<file path="src/rtl/serlink7_pkg.sv">
package serlink7_pkg;
  // Strobes passed from the control path to the datapath each bit cycle.
  typedef struct packed {
    logic load;      // word start: move captured word into lane shifters
    logic clear;     // powerdown: clear datapath state
    logic clkLevel;  // level of the forwarded clock for the coming slot
  } serStrobe_t;
endpackage

</file>
<file path="src/rtl/serlink7_ctrl.sv">
module serlink7_ctrl
  import serlink7_pkg::*;
#(
  parameter int unsigned LANE_BITS  = 7,
  parameter int unsigned CLK_HIGH   = 4,
  parameter int unsigned LOCK_WORDS = 8
) (
  input  logic       bitClk,
  input  logic       pwrDnN,
  input  logic       wordClk,
  output serStrobe_t strobe,
  output logic       ready
);
  localparam int unsigned SLOT_W = $clog2(LANE_BITS);
  localparam int unsigned LOCK_W = $clog2(LOCK_WORDS + 1);
  localparam logic [SLOT_W-1:0] LAST_SLOT = SLOT_W'(LANE_BITS - 1);
  localparam logic [LOCK_W-1:0] LOCK_LAST = LOCK_W'(LOCK_WORDS - 1);

  logic              wordClkQ;
  logic              wordStart;
  logic [SLOT_W-1:0] slot;
  logic [SLOT_W-1:0] nextSlot;
  logic [LOCK_W-1:0] lockCnt;

  // Word-clock sampler: the edge that first sees it high starts a word.
  always_ff @(posedge bitClk) begin
    wordClkQ <= wordClk;
  end

  assign wordStart = wordClk & ~wordClkQ;

  always_comb begin
    if (wordStart || slot == LAST_SLOT) begin
      nextSlot = '0;
    end else begin
      nextSlot = slot + 1'b1;
    end
  end

  always_ff @(posedge bitClk) begin
    if (!pwrDnN) begin
      slot <= '0;
    end else begin
      slot <= nextSlot;
    end
  end

  // Lock interval: count word starts after release, then hold ready.
  always_ff @(posedge bitClk) begin
    if (!pwrDnN) begin
      lockCnt <= '0;
      ready   <= 1'b0;
    end else if (wordStart && !ready) begin
      lockCnt <= lockCnt + 1'b1;
      if (lockCnt == LOCK_LAST) begin
        ready <= 1'b1;
      end
    end
  end

  assign strobe.load     = wordStart & pwrDnN;
  assign strobe.clear    = ~pwrDnN;
  assign strobe.clkLevel = (32'(nextSlot) < CLK_HIGH);
endmodule

</file>
<file path="src/rtl/serlink7_datapath.sv">
module serlink7_datapath
  import serlink7_pkg::*;
#(
  parameter int unsigned LANES     = 4,
  parameter int unsigned LANE_BITS = 7
) (
  input  logic                       bitClk,
  input  serStrobe_t                 strobe,
  input  logic                       ready,
  input  logic [LANES*LANE_BITS-1:0] dataIn,
  output logic [LANES-1:0]           serData,
  output logic                       serClk
);
  localparam int unsigned WORD_W = LANES * LANE_BITS;

  logic [WORD_W-1:0] captured;
  logic              clkReg;

  // Capture stage: holds the word for one word period.
  always_ff @(posedge bitClk) begin
    if (strobe.clear) begin
      captured <= '0;
    end else if (strobe.load) begin
      captured <= dataIn;
    end
  end

  // One shift register per lane, LSB leaves first.
  for (genvar k = 0; k < LANES; k++) begin : g_lane
    logic [LANE_BITS-1:0] shifter;

    always_ff @(posedge bitClk) begin
      if (strobe.clear) begin
        shifter <= '0;
      end else if (strobe.load) begin
        shifter <= captured[k*LANE_BITS +: LANE_BITS];
      end else begin
        shifter <= {1'b0, shifter[LANE_BITS-1:1]};
      end
    end

    assign serData[k] = shifter[0] & ready;
  end

  // Forwarded clock lane, registered alongside the data slots.
  always_ff @(posedge bitClk) begin
    if (strobe.clear) begin
      clkReg <= 1'b0;
    end else begin
      clkReg <= strobe.clkLevel;
    end
  end

  assign serClk = clkReg & ready;
endmodule

</file>
<file path="src/rtl/serlink7_tx.sv">
module serlink7_tx
  import serlink7_pkg::*;
#(
  parameter int unsigned LANES      = 4,
  parameter int unsigned LANE_BITS  = 7,
  parameter int unsigned CLK_HIGH   = 4,
  parameter int unsigned LOCK_WORDS = 8
) (
  input  logic                       bitClk,
  input  logic                       wordClk,
  input  logic                       pwrDnN,
  input  logic [LANES*LANE_BITS-1:0] dataIn,
  output logic [LANES-1:0]           serData,
  output logic                       serClk,
  output logic                       outEn
);
  serStrobe_t strobe;
  logic       ready;

  serlink7_ctrl #(
    .LANE_BITS (LANE_BITS),
    .CLK_HIGH  (CLK_HIGH),
    .LOCK_WORDS(LOCK_WORDS)
  ) u_ctrl (
    .bitClk (bitClk),
    .pwrDnN (pwrDnN),
    .wordClk(wordClk),
    .strobe (strobe),
    .ready  (ready)
  );

  serlink7_datapath #(
    .LANES    (LANES),
    .LANE_BITS(LANE_BITS)
  ) u_dp (
    .bitClk (bitClk),
    .strobe (strobe),
    .ready  (ready),
    .dataIn (dataIn),
    .serData(serData),
    .serClk (serClk)
  );

  assign outEn = ready;
endmodule

</file>
<file path="config.mk">
export PLATFORM = sky130hd
export DESIGN_NAME = serlink7_tx
export DESIGN_NICKNAME = d
export VERILOG_FILES = /design/src/rtl/serlink7_pkg.sv /design/src/rtl/serlink7_ctrl.sv /design/src/rtl/serlink7_datapath.sv /design/src/rtl/serlink7_tx.sv
export SDC_FILE = /design/constraint.sdc
export NUM_CORES = 1
export LEC_CHECK = 0
export BUFFER_PORTS_ARGS = -buffer_cell sky130_fd_sc_hd__buf_2
export CAP_MARGIN = 30
export CORE_UTILIZATION = 40
export CTS_BUF_LIST = sky130_fd_sc_hd__clkbuf_16
export CTS_CLUSTER_SIZE = 16
export DETAILED_ROUTE_END_ITERATION = 16
export PLACE_DENSITY = 0.61
export REMOVE_ABC_BUFFERS = 1
export SLEW_MARGIN = 20
export SYNTH_ARGS = -nofsm -noshare
export SYNTH_HDL_FRONTEND = slang
export SYNTH_SLANG_ARGS = --single-unit
</file>
<file path="constraint.sdc">
create_clock -name bitClk -period 1.6 [get_ports bitClk]
set_input_delay 0.24 -clock bitClk [delete_from_list [all_inputs] [get_ports bitClk]]
set_output_delay 0.24 -clock bitClk [all_outputs]
set_load 0.01 [all_outputs]
</file>
==> results.txt <==
via count: 1836
placed wire-length estimate: 2.63 mm
total global routing overflow: 0
drt drc: 2
most common cell after layout, fill and taps aside: nand2_1
Detail Route Antenna Nets: 0
XOR/XNOR Fraction of Synth Area: 0.651%
H-tree Lvls: 3
Arrival @ worst endpoint: 1080 ps
clk_lat worst skew: 320 ps
Slew @ Worst Pin: 385 ps
Die Width: 84.0 um
Max Fclk: 758 MHz
post-CTS resize count: 0
final core utilization: 49.8%
Final Slew Violations: 0
Power Dens Cells: 1190 nW/um2
clock share of power: 48.3%
FP Rows: 29
worst rel slew slack: 74.3%
initial detailed-routing violation count: 58
largest net degree at the start of global routing: 56
Simple-Gate Fraction of Synth Area: 20.9%
register area share after synthesis: 49.1%
post-CTS setup buffer count: 0
layout cells sized above 1: 33.6%
Max-Cap Viols: 0
TritonCTS clock tree: built
Setup crit end kind: primary output
R2R cell count: 4
initial core utilization: 41.9%
core area: 6420 um2
Sw Pwr: 0.000803 W
Crit Path Class: flop to primary output
TritonRoute pass-1 iters: 10
Yosys reg bits: 66
drt total wl: 4.30 mm
root buf cell: clkbuf_16
Final Hold Fails: 0
crit-path max cell delay: 470 ps
post-synthesis compound-gate area fraction: 22.2%
combinational family with the most area after synthesis: compound AO/OA/AOI/OAI gates
Hold Startpoint: wordClk
Clock Sinks: 66
first-pass GRT wire length: 7.66 mm
YS warnings: 0
VDD IR max: 0.742 mV
commonest non-fill, non-tap cells in the layout: nand2_1 (108), dfxtp_1 (66), a21boi_2 (48)
Cells after Synth: 280
HP Class: input pin to flop
fin nets: 347
Antenna Cells: 0
worst hold path depth: 1
Layout area overhead: 18.8%
initial antenna violation count: 0
CTS hold repair buffers: 0
worst setup margin: 280 ps
Avg Cell Area, Syn: 9.62 um2
average via count per standard cell: 4.65
cell family contributing the most delay on the critical path: flip-flops
Logic pwr share: 6.4%
Die ar.: 7060 um2
Crit Reg-Reg Endpoint: u_dp.g_lane[3].shifter[5]
Crit-path slowest cell: dfxtp_1
fraction of synthesized area in multiplexers: 0.743%
Final min period: 1320 ps
Reg-to-Reg Start: u_ctrl.wordClkQ
sequential share of power: 45.3%
CP max FO: 10
R2R setup slack: 370 ps
GPL Wtd Cong: 0.696
synthesized area: 2690 um2
final setup fails: 0
adder-cell area share of the yosys netlist: 1.39%
average routed wire per standard cell: 10.9 um
RSZ-0062 raised after global routing: false
Clock Tree Buf Depth: 2
crit share post-route: 82.5%
CTS buffer count: 9
skew final: 4.23 ps
Hold Path Sink: u_ctrl.wordClkQ
CP Data Required Time: 1360 ps
pre-CTS setup slack: 336 ps
count of input and output buffers: 36
failing checks: design-rule violations
switching share of power: 21.1%
GR Util All Layers: 14.1%
Leak: 1.24 nW
run status: finished, violations left
CP cell instances: and2_1 > buf_2
Reg clk slew, reported paths: 50 ps
IO Count: 37
nature of the critical path startpoint: flop
vias in the first global route: 1774
Unique masters post-synth: 24
Pint: 0.00300 W
Worst Path Buf+Inv: 1
Die Ht: 84.0 um
[worst register-to-register path: cells and delay by family, from the launching register on]
kind,cells,cell delay [ps]
buffers and inverters,1,220
AND/OR/NAND/NOR,2,460
AO/OA/AOI/OAI,1,130
flip-flops,1,350
[cell families after synthesis]
group / Yosys count
DFF: 66
buffers and inverters: 20
AOI/OAI and AO/OA: 56
and+or+nand+nor: 131
xor gates and xnor gates: 2
muxes: 2
adders and majority gates: 3
[power by group through the flow]
| stage | Combinational [W] | Sequential, W | Clock, W |
|---|---|---|---|
| CTS | 0.000249 | 0.00173 | 0.00188 |
| detailed placement | 0.000248 | 0.00176 | 0 |
| floorplan | 0.000143 | 0.00175 | 0 |
| global route | 0.000275 | 0.00173 | 0.00198 |
| global placement | 0.000245 | 0.00176 | 0 |
| finish | 0.000242 | 0.00173 | 0.00184 |
[routing by layer]
metal	part of all wire, %	wire, um	up-vias	GRT usage [%]
met5	0	0	-	0
met4	1.5	63	0	5.64
met3	4.6	198	7	6.43
met2	45	1960	33	23.5
met1	48	2080	829	15.4
li1	-	-	967	-
[sequential cells by signal, summed over array words and instances (netlist names)]
| signal | count |
|---|---|
| u_ctrl.wordClkQ | 1 |
| u_dp.clkReg | 1 |
| u_ctrl.ready | 1 |
| u_ctrl.lockCnt | 4 |
| u_dp.captured | 28 |
| u_dp.g_lane.shifter | 28 |
| u_ctrl.slot | 3 |
[area by class of cell]
class / count / area (um2)
fillers: 635 / 3220
flip-flops and latches: 66 / 1320
inverters: 1 / 3.75
clock buffers: 9 / 225
multi-input cells: 194 / 1240
well taps: 77 / 96.3
clock inverters: 7 / 60.1
repair buffers: 41 / 255
[how the worst max path moves through the flow]
stage               slack, ps  cells past startpoint            start                   endpoint
finish                    280                      2     u_ctrl.ready                 serData[3]
global route              200                      2     u_ctrl.ready                 serData[3]
CTS                       260                      2     u_ctrl.ready                 serData[3]
detailed placement        340                      5          wordClk  u_dp.g_lane[3].shifter[5]
global placement          350                      5          wordClk          u_dp.captured[26]
floorplan                -210                      3  u_ctrl.wordClkQ          u_ctrl.lockCnt[1]
[stage by stage]
step / instances / instance area, um2 / TNS [ps] / hold WS [ps] / power, W
3_3_place_gp: 379 / 2910 / 0 / 394 / 0.00200
4_1_cts: 395 / 3200 / 0 / 63.1 / 0.00386
3_5_place_dp: 379 / 2910 / 0 / 401 / 0.00201
2_1_floorplan: 261 / 2560 / -11230 / 268 / 0.00190
6_report: 395 / 3200 / 0 / 71.4 / 0.00381
5_1_grt: 395 / 3200 / 0 / 70.7 / 0.00398
[Yosys cell counts]
cell type | count | area [um2]
and4bb_2 | 1 | 12.5
a21boi_0 | 5 | 37.5
o21a_1 | 2 | 15.0
and4b_1 | 1 | 10.0
nand2b_1 | 2 | 12.5
o21ai_0 | 1 | 5.00
xor2_1 | 2 | 17.5
mux2i_1 | 2 | 20.0
inv_1 | 1 | 3.75
nor3b_2 | 1 | 12.5
nand2_1 | 108 | 405
and3_1 | 4 | 25.0
nand4_1 | 1 | 6.26
nor2_1 | 4 | 15.0
buf_2 | 6 | 30.0
a21boi_2 | 48 | 541
ha_1 | 3 | 37.5
dfxtp_1 | 66 | 1320
nor2b_4 | 1 | 13.8
and2_1 | 7 | 43.8
clkbuf_2 | 1 | 5.00
buf_6 | 7 | 78.8
clkbuf_1 | 5 | 18.8
nand3_1 | 1 | 5.00
Note: power is estimated with default switching activity, not from simulation.
